$ cat src/rtl/sdram_seq_pkg.sv
package sdram_seq_pkg;

  typedef enum logic [2:0] {
    CMD_NOP       = 3'd0,
    CMD_PRECHARGE = 3'd1,
    CMD_REFRESH   = 3'd2,
    CMD_MODESET   = 3'd3,
    CMD_READ      = 3'd4,
    CMD_WRITE     = 3'd5
  } sdram_cmd_e;

  typedef enum logic [3:0] {
    ST_POWERUP,
    ST_PRECHG,
    ST_GAP,
    ST_MODE1,
    ST_INITREF,
    ST_MODE2,
    ST_WARM_RD,
    ST_WARM_WR,
    ST_RUN,
    ST_RUNREF
  } seq_state_e;

  // Cycles in a delay given in microseconds at a clock given in MHz.
  function automatic int unsigned us_to_cycles(int unsigned mhz, int unsigned us);
    return mhz * us;
  endfunction

  // Clock cycles between two refresh requests.
  function automatic int unsigned refresh_period(int unsigned div, int unsigned ticks);
    return div * ticks;
  endfunction

  // Counter width able to hold values 0 .. n-1.
  function automatic int unsigned width_for(int unsigned n);
    return (n <= 1) ? 1 : $clog2(n);
  endfunction

  // Mode value as seen on the word-addressed bus (A0/A1 unwired).
  function automatic int unsigned mode_bus_word(int unsigned mode);
    return mode * 4;
  endfunction

  // Size class that allows the slow refresh rate.
  function automatic bit is_small_class(int unsigned size_mb, int unsigned limit_mb);
    return size_mb <= limit_mb;
  endfunction

endpackage

$ cat src/rtl/sdram_delay_timer.sv
module sdram_delay_timer #(
  parameter int unsigned CNT_W     = 14,
  parameter int unsigned RESET_VAL = 9999
) (
  input  logic             clk,
  input  logic             rst_n,
  input  logic             load_i,
  input  logic [CNT_W-1:0] load_val_i,
  output logic             expired_o
);

  logic [CNT_W-1:0] cnt_q;

  always_ff @(posedge clk or negedge rst_n) begin
    if (!rst_n) begin
      cnt_q <= CNT_W'(RESET_VAL);
    end else if (load_i) begin
      cnt_q <= load_val_i;
    end else if (cnt_q != '0) begin
      cnt_q <= cnt_q - 1'b1;
    end
  end

  assign expired_o = (cnt_q == '0);

  // A fresh load of a non-zero value must be counting, not expired.
  assert_load_restarts_R3: assert property (@(posedge clk) disable iff (!rst_n)
    (load_i && load_val_i != '0) |=> !expired_o);

endmodule

$ cat src/rtl/sdram_refresh_timer.sv
module sdram_refresh_timer
  import sdram_seq_pkg::*;
#(
  parameter int unsigned FAST_DIV      = 8,
  parameter int unsigned SLOW_DIV      = 16,
  parameter int unsigned REFRESH_TICKS = 195
) (
  input  logic clk,
  input  logic rst_n,
  input  logic en_i,
  input  logic slow_i,
  output logic req_o
);

  localparam int unsigned PW = width_for(SLOW_DIV);
  localparam int unsigned TW = width_for(REFRESH_TICKS);

  logic [PW-1:0] pcnt_q;
  logic [TW-1:0] tcnt_q;
  logic [PW-1:0] div_last;
  logic          tick;
  logic          period_end;

  assign div_last   = slow_i ? PW'(SLOW_DIV - 1) : PW'(FAST_DIV - 1);
  assign tick       = en_i && (pcnt_q >= div_last);
  assign period_end = tick && (tcnt_q == TW'(REFRESH_TICKS - 1));

  always_ff @(posedge clk or negedge rst_n) begin
    if (!rst_n) begin
      pcnt_q <= '0;
      tcnt_q <= '0;
    end else if (!en_i) begin
      pcnt_q <= '0;
      tcnt_q <= '0;
    end else if (tick) begin
      pcnt_q <= '0;
      tcnt_q <= period_end ? '0 : tcnt_q + 1'b1;
    end else begin
      pcnt_q <= pcnt_q + 1'b1;
    end
  end

  assign req_o = period_end;

  // Requests are isolated pulses, a full period apart.
  assert_req_isolated_R9: assert property (@(posedge clk) disable iff (!rst_n)
    req_o |=> !req_o);

endmodule

$ cat src/rtl/sdram_seq_fsm.sv
module sdram_seq_fsm
  import sdram_seq_pkg::*;
#(
  parameter int unsigned ADDR_W     = 13,
  parameter int unsigned INIT_REFS  = 8,
  parameter int unsigned BURST_LEN  = 4,
  parameter int unsigned WARM_WORDS = 10,
  parameter int unsigned MODE_VAL   = 34,
  parameter int unsigned PRECHG_BIT = 10
) (
  input  logic              clk,
  input  logic              rst_n,
  input  logic              ack_i,
  input  logic              wait_done_i,
  input  logic              refresh_req_i,
  output sdram_cmd_e        cmd_o,
  output logic [ADDR_W-1:0] addr_o,
  output logic              wait_load_o,
  output logic              init_done_o
);

  localparam int unsigned INIT_BURSTS = INIT_REFS / BURST_LEN;
  localparam int unsigned POS_W = width_for(BURST_LEN);
  localparam int unsigned BN_W  = width_for(INIT_BURSTS);
  localparam int unsigned WI_W  = width_for(WARM_WORDS);
  localparam logic [ADDR_W-1:0] MODE_ADDR   = ADDR_W'(mode_bus_word(MODE_VAL));
  localparam logic [ADDR_W-1:0] PRECHG_ADDR = ADDR_W'(1) << PRECHG_BIT;

  seq_state_e       state_q;
  seq_state_e       after_q;
  logic [POS_W-1:0] burst_pos_q;
  logic [BN_W-1:0]  burst_no_q;
  logic [WI_W-1:0]  warm_idx_q;
  logic             pending_q;
  logic             done_q;

  // Named internal events.
  logic cmd_accept;
  logic last_in_burst;
  logic last_burst;
  logic last_warm;
  logic group_end;

  assign cmd_accept    = ack_i && (cmd_o != CMD_NOP);
  assign last_in_burst = (burst_pos_q == POS_W'(BURST_LEN - 1));
  assign last_burst    = (burst_no_q == BN_W'(INIT_BURSTS - 1));
  assign last_warm     = (warm_idx_q == WI_W'(WARM_WORDS - 1));
  assign group_end     = (state_q == ST_PRECHG) || (state_q == ST_MODE1) ||
                         (state_q == ST_MODE2) ||
                         ((state_q == ST_INITREF) && last_in_burst);
  assign wait_load_o   = cmd_accept && group_end;
  assign init_done_o   = done_q;

  always_comb begin
    cmd_o  = CMD_NOP;
    addr_o = '0;
    unique case (state_q)
      ST_PRECHG: begin
        cmd_o  = CMD_PRECHARGE;
        addr_o = PRECHG_ADDR;
      end
      ST_MODE1, ST_MODE2: begin
        cmd_o  = CMD_MODESET;
        addr_o = MODE_ADDR;
      end
      ST_INITREF, ST_RUNREF: cmd_o = CMD_REFRESH;
      ST_WARM_RD: begin
        cmd_o  = CMD_READ;
        addr_o = ADDR_W'({warm_idx_q, 2'b00});
      end
      ST_WARM_WR: begin
        cmd_o  = CMD_WRITE;
        addr_o = ADDR_W'({warm_idx_q, 2'b00});
      end
      default: ;
    endcase
  end

  always_ff @(posedge clk or negedge rst_n) begin
    if (!rst_n) begin
      state_q     <= ST_POWERUP;
      after_q     <= ST_PRECHG;
      burst_pos_q <= '0;
      burst_no_q  <= '0;
      warm_idx_q  <= '0;
      pending_q   <= 1'b0;
      done_q      <= 1'b0;
    end else begin
      if (refresh_req_i && state_q != ST_RUN) pending_q <= 1'b1;
      unique case (state_q)
        ST_POWERUP: if (wait_done_i) state_q <= ST_PRECHG;
        ST_GAP:     if (wait_done_i) state_q <= after_q;
        ST_PRECHG: if (cmd_accept) begin
          state_q <= ST_GAP;
          after_q <= ST_MODE1;
        end
        ST_MODE1: if (cmd_accept) begin
          state_q <= ST_GAP;
          after_q <= ST_INITREF;
        end
        ST_INITREF: if (cmd_accept) begin
          if (last_in_burst) begin
            burst_pos_q <= '0;
            state_q     <= ST_GAP;
            if (last_burst) begin
              burst_no_q <= '0;
              after_q    <= ST_MODE2;
            end else begin
              burst_no_q <= burst_no_q + 1'b1;
              after_q    <= ST_INITREF;
            end
          end else begin
            burst_pos_q <= burst_pos_q + 1'b1;
          end
        end
        ST_MODE2: if (cmd_accept) begin
          state_q <= ST_GAP;
          after_q <= ST_WARM_RD;
        end
        ST_WARM_RD: if (cmd_accept) state_q <= ST_WARM_WR;
        ST_WARM_WR: if (cmd_accept) begin
          if (last_warm) begin
            state_q <= ST_RUN;
            done_q  <= 1'b1;
          end else begin
            warm_idx_q <= warm_idx_q + 1'b1;
            state_q    <= ST_WARM_RD;
          end
        end
        ST_RUN: if (refresh_req_i || pending_q) begin
          state_q   <= ST_RUNREF;
          pending_q <= 1'b0;
        end
        ST_RUNREF: if (cmd_accept) begin
          if (last_in_burst) begin
            burst_pos_q <= '0;
            state_q     <= ST_RUN;
          end else begin
            burst_pos_q <= burst_pos_q + 1'b1;
          end
        end
        default: state_q <= ST_POWERUP;
      endcase
    end
  end

  // A pending command keeps code and address until acknowledged.
  assert_cmd_held_R7: assert property (@(posedge clk) disable iff (!rst_n)
    (cmd_o != CMD_NOP && !ack_i) |=> (cmd_o == $past(cmd_o) && addr_o == $past(addr_o)));

  // Ready, once reached, is kept.
  assert_done_sticky_R6: assert property (@(posedge clk) disable iff (!rst_n)
    init_done_o |=> init_done_o);

  // Ready follows directly on an accepted warm-up write.
  assert_done_after_write_R5: assert property (@(posedge clk) disable iff (!rst_n)
    $rose(init_done_o) |-> ($past(cmd_o) == CMD_WRITE && $past(ack_i)));

  // Closing a command group opens an idle gap.
  assert_gap_after_group_R3: assert property (@(posedge clk) disable iff (!rst_n)
    wait_load_o |=> cmd_o == CMD_NOP);

  // The timer only asks for refreshes once the memory is ready.
  assert_refresh_only_ready_R8: assert property (@(posedge clk) disable iff (!rst_n)
    refresh_req_i |-> init_done_o);

endmodule

$ cat src/rtl/sdram_init_refresh.sv
module sdram_init_refresh
  import sdram_seq_pkg::*;
#(
  parameter int unsigned CLK_MHZ       = 50,
  parameter int unsigned POWERUP_US    = 200,
  parameter int unsigned GAP_US        = 2,
  parameter int unsigned FAST_DIV      = 8,
  parameter int unsigned SLOW_DIV      = 16,
  parameter int unsigned REFRESH_TICKS = 195,
  parameter int unsigned INIT_REFS     = 8,
  parameter int unsigned BURST_LEN     = 4,
  parameter int unsigned WARM_WORDS    = 10,
  parameter int unsigned MODE_VAL      = 34,
  parameter int unsigned PRECHG_BIT    = 10,
  parameter int unsigned SMALL_MB      = 32,
  parameter int unsigned ADDR_W        = 13,
  parameter int unsigned SIZE_W        = 10
) (
  input  logic              clk,
  input  logic              rst_n,
  input  logic              cmd_ack_i,
  input  logic              size_valid_i,
  input  logic [SIZE_W-1:0] size_mb_i,
  output logic [2:0]        cmd_o,
  output logic [ADDR_W-1:0] addr_o,
  output logic              init_done_o
);

  localparam int unsigned POWERUP_CYC = us_to_cycles(CLK_MHZ, POWERUP_US);
  localparam int unsigned GAP_CYC     = us_to_cycles(CLK_MHZ, GAP_US);
  localparam int unsigned MAX_WAIT    = (POWERUP_CYC > GAP_CYC) ? POWERUP_CYC : GAP_CYC;
  localparam int unsigned CNT_W       = width_for(MAX_WAIT);

  sdram_cmd_e seq_cmd;
  logic       wait_load;
  logic       wait_done;
  logic       refresh_req;
  logic       slow_q;
  logic       small_report;

  assign small_report = size_valid_i && is_small_class(int'(size_mb_i), SMALL_MB);

  always_ff @(posedge clk or negedge rst_n) begin
    if (!rst_n)            slow_q <= 1'b0;
    else if (small_report) slow_q <= 1'b1;
  end

  sdram_delay_timer #(
    .CNT_W     (CNT_W),
    .RESET_VAL (POWERUP_CYC - 1)
  ) u_delay (
    .clk        (clk),
    .rst_n      (rst_n),
    .load_i     (wait_load),
    .load_val_i (CNT_W'(GAP_CYC - 1)),
    .expired_o  (wait_done)
  );

  sdram_refresh_timer #(
    .FAST_DIV      (FAST_DIV),
    .SLOW_DIV      (SLOW_DIV),
    .REFRESH_TICKS (REFRESH_TICKS)
  ) u_refresh (
    .clk    (clk),
    .rst_n  (rst_n),
    .en_i   (init_done_o),
    .slow_i (slow_q),
    .req_o  (refresh_req)
  );

  sdram_seq_fsm #(
    .ADDR_W     (ADDR_W),
    .INIT_REFS  (INIT_REFS),
    .BURST_LEN  (BURST_LEN),
    .WARM_WORDS (WARM_WORDS),
    .MODE_VAL   (MODE_VAL),
    .PRECHG_BIT (PRECHG_BIT)
  ) u_fsm (
    .clk           (clk),
    .rst_n         (rst_n),
    .ack_i         (cmd_ack_i),
    .wait_done_i   (wait_done),
    .refresh_req_i (refresh_req),
    .cmd_o         (seq_cmd),
    .addr_o        (addr_o),
    .wait_load_o   (wait_load),
    .init_done_o   (init_done_o)
  );

  assign cmd_o = seq_cmd;

  // The slow refresh rate, once chosen, holds until reset.
  assert_rate_sticky_R10: assert property (@(posedge clk) disable iff (!rst_n)
    slow_q |=> slow_q);

  // A small-size report always leaves the slow rate selected.
  assert_small_selects_slow_R10: assert property (@(posedge clk) disable iff (!rst_n)
    small_report |=> slow_q);

endmodule

$ cat config.mk
export PLATFORM = sky130hd
export DESIGN_NAME = sdram_init_refresh
export DESIGN_NICKNAME = d
export VERILOG_FILES = /design/src/rtl/sdram_seq_pkg.sv /design/src/rtl/sdram_delay_timer.sv /design/src/rtl/sdram_refresh_timer.sv /design/src/rtl/sdram_seq_fsm.sv /design/src/rtl/sdram_init_refresh.sv
export SDC_FILE = /design/constraint.sdc
export NUM_CORES = 1
export LEC_CHECK = 0
export CORE_ASPECT_RATIO = 1.1
export CORE_MARGIN = 2
export CORE_UTILIZATION = 50
export CTS_CLUSTER_SIZE = 40
export DETAILED_ROUTE_END_ITERATION = 8
export PLACE_DENSITY = 0.76
export SLEW_MARGIN = 20
export SYNTH_ARGS = -nofsm -noshare
export SYNTH_HDL_FRONTEND = slang
export SYNTH_SLANG_ARGS = --single-unit
$ cat constraint.sdc
create_clock -name clk -period 2.01 [get_ports clk]
set_clock_uncertainty 0.1 [all_clocks]
set_input_delay 0.3015 -clock clk [delete_from_list [all_inputs] [get_ports clk]]
set_output_delay 0.3015 -clock clk [all_outputs]
set_load 0.1 [all_outputs]
## Yosys cells after proc, flatten, opt, wreduce, memory -nomap -nowiden

Index checks and enable logic that the tools add are counted.
Widths: inputs -> output; s select.

- Bits in writable memories: 0
- Flip-flop bits (word level): 44
- Memories: 0
- Word-level logic and storage cells: 108
- Output and inout port bits: 17
- Bits of input ports: 14
- Bits in read-only memories: 0
- Bits in latches: 0

- Add/subtract/negate cells: 6
- $mul: 0
- Magnitude comparators: 2
- Divide/modulo/power cells: 0
- Shift operators: 0
- Multiplexer cells: 34
- Bitwise operators: 1
- Reductions and logical operators: 27
- Equal/unequal tests: 27

Operators by type and width:

| operator | count |
|---|---|
| $mux 4 | 19 |
| $pmux 11 s3 | 1 |
| $pmux 4 s8 | 1 |
| $mux 14 | 2 |
| $mux 8 | 3 |
| $ne 2x1->1 const B | 11 |
| $eq 4x3->1 const B | 4 |
| $pmux 4 s4 | 1 |
| $pmux 3 s5 | 1 |
| $logic_not 14->1 | 1 |
| $reduce_bool 14->1 | 1 |
| $sub 14x1->14 const B | 1 |
| $eq 4x4->1 const B | 3 |
| $le 10x6->1 const B | 1 |
| $reduce_and 10->1 | 1 |
| $reduce_and 3->1 | 3 |
| $add 4x1->4 const B | 2 |
| $add 8x1->8 const B | 1 |
| $eq 4x2->1 const B | 2 |
| $eq 8x8->1 const B | 1 |
| $logic_and 1x1->1 | 7 |
| $ne 2x2->1 const B | 3 |
| $reduce_and 6->1 | 1 |
| $reduce_or 2->1 | 3 |
| 16 further kinds | 23 |

## Logic depth before layout (Yosys ltp)

- Depth in word-level cells: 8
- Mapped depth: 8
- Depth with buffers taken out: 7

## Modules after synthesis

From an unflattened synthesis, not the netlist that was laid out.

- Cell total of the unflattened synthesis: 261
- Area total of the unflattened synthesis: 2,630.0 µm²

By module, submodules not included:

| module | area each (µm²) | sequential area each (µm²) | cells an instance | times used |
|---|---|---|---|---|
| sdram_seq_fsm | 1,062.3 | 401.6 | 108 | 1 |
| sdram_delay_timer | 835.8 | 360.3 | 77 | 1 |
| sdram_refresh_timer | 671.9 | 300.3 | 69 | 1 |
| sdram_init_refresh | 60.1 | 25.0 | 7 | 1 |

## Worst setup path before layout

Ideal clock, no wire load.

- Kind: reg-to-output
- From: register u_fsm.state_q[2]
- To: output port addr_o[3]
- Path buffers: 2
- Cell stages (with the launch flop): 6
- Required time: 1.609 ns
- Slack: -1.343 ns
- Data arrival time: 2.952 ns
- Cell sequence: dfrtp_1 -> clkbuf_1 -> clkbuf_1 -> xnor2_1 -> nor2_1 -> a21o_1

- Word-level cells in the longest chain between the ends: 3
- Elaborated cells between the ends (all ways): 8
- Those cells by class: 5 x eq/ne; 1 x mux; 2 x reduce/logical

Ends and longest elaborated chain:

| item | line | source |
|---|---|---|
| from (decl) | sdram_seq_fsm.sv:29 | `seq_state_e state_q;` |
| from (signal assigned) | sdram_seq_fsm.sv:92 | `ST_GAP: if (wait_done_i) state_q <= after_q;` |
| $eq 4x3->1 / $eq 4x2->1 (equally long branches) | sdram_seq_fsm.sv:57 | `unique case (state_q)` |
| $reduce_or 2->1 (on tied branches) | -- |  |
| $pmux 11 s3 * | sdram_seq_fsm.sv:57 |  |
| to (decl) | sdram_init_refresh.sv:25 | `output logic [ADDR_W-1:0] addr_o,` |

Mark *: on every way between the ends. The rest lies on a longest branch, timed or not.

## Final worst setup path

- From: register u_delay.cnt_q[1]
- To: register u_delay.cnt_q[5]

- Word-level cells in the longest chain between the ends: 3
- Elaborated cells between the ends (all ways): 5
- Those cells by class: 1 x add/sub; 2 x mux; 2 x reduce/logical

Ends and longest elaborated chain:

| item | line | source |
|---|---|---|
| from (decl) | sdram_delay_timer.sv:12 | `logic [CNT_W-1:0] cnt_q;` |
| from (signal assigned) | sdram_delay_timer.sv:16 | `cnt_q <= CNT_W'(RESET_VAL);` |
| from (signal assigned) | sdram_delay_timer.sv:18 | `cnt_q <= load_val_i;` |
| from (signal assigned) | sdram_delay_timer.sv:20 | `cnt_q <= cnt_q - 1'b1;` |
| $sub 14x1->14 | sdram_delay_timer.sv:20 |  |
| $mux 14 | sdram_delay_timer.sv:19 | `end else if (cnt_q != '0) begin` |
| $mux 14 | sdram_delay_timer.sv:17 | `end else if (load_i) begin` |

Parallel ways exist; a longest one is shown, timed or not. The select of a mux whose other input is x is not followed.
A chain may end at the register's enable or synchronous reset.

==> out/metrics.cfg <==
[route]
drc_errors=0
first_pass_iters=4
top_layer_used=met4
dr_wl_met3_microns=233
ant_nets=0
vias_per_cell=5.47
vias=2063
drt_first_iter_violations=144
wl_met1_microns=2370
wl_microns=5400
dr_wl_met2_microns=2700
wl_per_cell_microns=14.3

[synthesis]
synth-edff-count=0
async_flop_share=1.00
synth_area_sq_mm=0.00247
yosys.cell_types.count=50
synth_area_per_cell_sq_um=9.41
netlist_instances=263
ys_ff_latch=43
synth-seq-area-share=0.439
yosys_warnings=0
ys.flop_type=dfrtp_1

[sta]
setup-violations-final=1
slew_headroom=0.652
drv_slew=0
hold_violations=0
setup_tns_ps=-25.5
fmax_mhz=491
min_period_ps=2040
worst_slew_pin_slew_ps=522
rsz0062_at_grt=yes
period_share=1.01
holdWs_ps=354
fin_ws_ps=-25.5

[clocking]
path_clk_slew_ps=80
cts.path.max_buffers=2
root_buffer=clkbuf_8
tritoncts.num_buffers=5
htreeDepth=2
cts_tree=built
insertion_delay_ps=300
cts_sinks=43

[finish]
diodes=0
layout-drive-gt1-share=0.308
final_cell_mix=buf_4 (34), dfrtp_1 (31), nor2_1 (29), nand2_1 (16), o21ai_0 (16)
mostFrequentLayoutCell=buf_4
fin_nets=342
final_area_sq_mm=0.00333
syn2layout_area_growth_pct=34.5

[placed_design]
dpl.hpwl_microns=3840
gp_congestion=0.887
io_buffers=23
place_area_sq_mm=0.00311

[setup_path]
slowest_delay_ps=470
crit_path_start_kind=flip-flop
crit_required_ps=2090
arrival_ps=2120
cp-end-kind=flip-flop
critPathMaxFanout=9
critical_path_class=flip-flop to flip-flop
crit_chain=inv_2, ha_4, or4b_4, nor4b_4, buf_6, nor3_2, or3b_1
critPathSlowestCell=or4b_4

[power]
ir_drop_uv=732
cellLeakagePower_nw=1.43
power_per_cell_area_mw_per_mm2=964

[global_routing]
grt_max_degree=25
grt_pass1_vias=2101
track_usage=0.214
grt_pass1_wl_microns=9460
grt_overflow=0
antenna_found_initial=0

[status]
status=finished with violations
violations=negative setup slack

[flow_run]
cap_violations=0

[floorplanning]
core_area_sq_mm=0.00472
rows=26
die_y_microns=77.8
die-area_sq_mm=0.00553
die_w_microns=71.1
io_pins=31
initial_core_util=0.525

[worst_hold_path]
hold_class=flip-flop to flip-flop

worst paths after layout:
kind | startpoint | end | slack (ps) | cells past startpoint
min in group asynchronous | rst_n | u_fsm.warm_idx_q[1] | 410 | 2
worst max-delay path | u_delay.cnt_q[1] | u_delay.cnt_q[5] | -30 | 7
worst max register to register | u_delay.cnt_q[1] | u_delay.cnt_q[5] | -30 | 7
worst min register to register | slow_q | slow_q | 350 | 2
worst min-delay path | slow_q | slow_q | 350 | 2
max in group asynchronous | rst_n | u_delay.cnt_q[8] | 820 | 3
through the flow:
stage	total power, W	utilization	cells	worst slack, ps
after floorplan	0.00211	-	269	-171
after global placement	0.00250	0.659	362	-41.6
after detailed placement	0.00256	0.659	362	-99.2
after CTS	0.00319	0.693	374	-34.6
after global routing	0.00344	0.706	377	-110
final	0.00321	0.706	377	-25.5
report_power, final:
part	switching (W)	internal, W
logic	0.000649	0.000630
clock network	0.000293	0.000314
registers	0.000188	0.00114
total	0.00113	0.00208
worst max-delay path: cells and delay by family, from the launching register on:
| kind | cells | cell delay (ps) |
|---|---|---|
| fa+ha+maj | 1 | 120 |
| simple gates | 4 | 1090 |
| buf+inv | 2 | 220 |
| flops | 1 | 380 |
routing by layer:
layer / vias to the layer above / GRT usage
met2: 58 / 0.363
met3: 10 / 0.0506
met5: - / 0
li1: 1029 / -
met1: 966 / 0.263
met4: 0 / 0.0811
layout make-up:
| type | instances | area [sq um] |
|---|---|---|
| timing repair buffer | 61 | 633 |
| fill | 338 | 1390 |
| multi-input combinational | 194 | 1380 |
| clock buffer | 8 | 100 |
| inverter | 15 | 56.3 |
| tap | 56 | 70.1 |
| sequential | 43 | 1090 |
Yosys cell counts (3+ instances only):
cell | number | share of area
nand4_1 | 3 | 0.0076
o21ai_0 | 16 | 0.032
or4_1 | 4 | 0.012
clkbuf_1 | 9 | 0.014
nor2_1 | 30 | 0.046
inv_1 | 15 | 0.023
nand2b_1 | 9 | 0.023
a21oi_1 | 9 | 0.018
dfstp_2 | 9 | 0.096
mux2_2 | 4 | 0.018
nand3b_1 | 3 | 0.0091
o22ai_1 | 5 | 0.013
dfrtp_1 | 34 | 0.34
nand2_1 | 16 | 0.024
o31ai_1 | 5 | 0.015
ha_1 | 8 | 0.040
xor2_1 | 6 | 0.021
xnor2_1 | 12 | 0.042
and3_1 | 6 | 0.015
nand3_1 | 9 | 0.018
buf_4 | 7 | 0.021
nor3_1 | 7 | 0.014
sequential cells by signal, indices dropped and copies added (netlist names):
name	count
u_delay.cnt_q	14
u_refresh.tcnt_q	8
u_fsm.state_q	4
u_fsm.warm_idx_q	4
u_refresh.pcnt_q	4
u_fsm.after_q	3
u_fsm.burst_pos_q	2
slow_q	1
u_fsm.burst_no_q	1
u_fsm.init_done_o	1
u_fsm.pending_q	1
timing repair:
action / CTS / global route
pin swaps: 2 / 2
hold endpoints to repair: 11 / 0
endpoints found under the setup margin: 5 / 18
buffers inserted: 3 / 3
hold buffers: 1 / 0
resized for setup: 9 / 8
kinds of logic (layout without fill, tap and decap cells):
kind of cell,after synthesis,count (layout),synth area share
AO/OA/AOI/OAI,53,53,0.140
XOR/XNOR,18,18,0.0637
adder cells (fa/ha/maj),8,8,0.0404
buffers and inverters,32,84,0.0622
flip-flops,43,43,0.439
multiplexers,4,4,0.0182
other,1,7,0.00152
AND/OR/NAND/NOR,104,104,0.235
No activity file was read; power rests on OpenSTA's default activity.
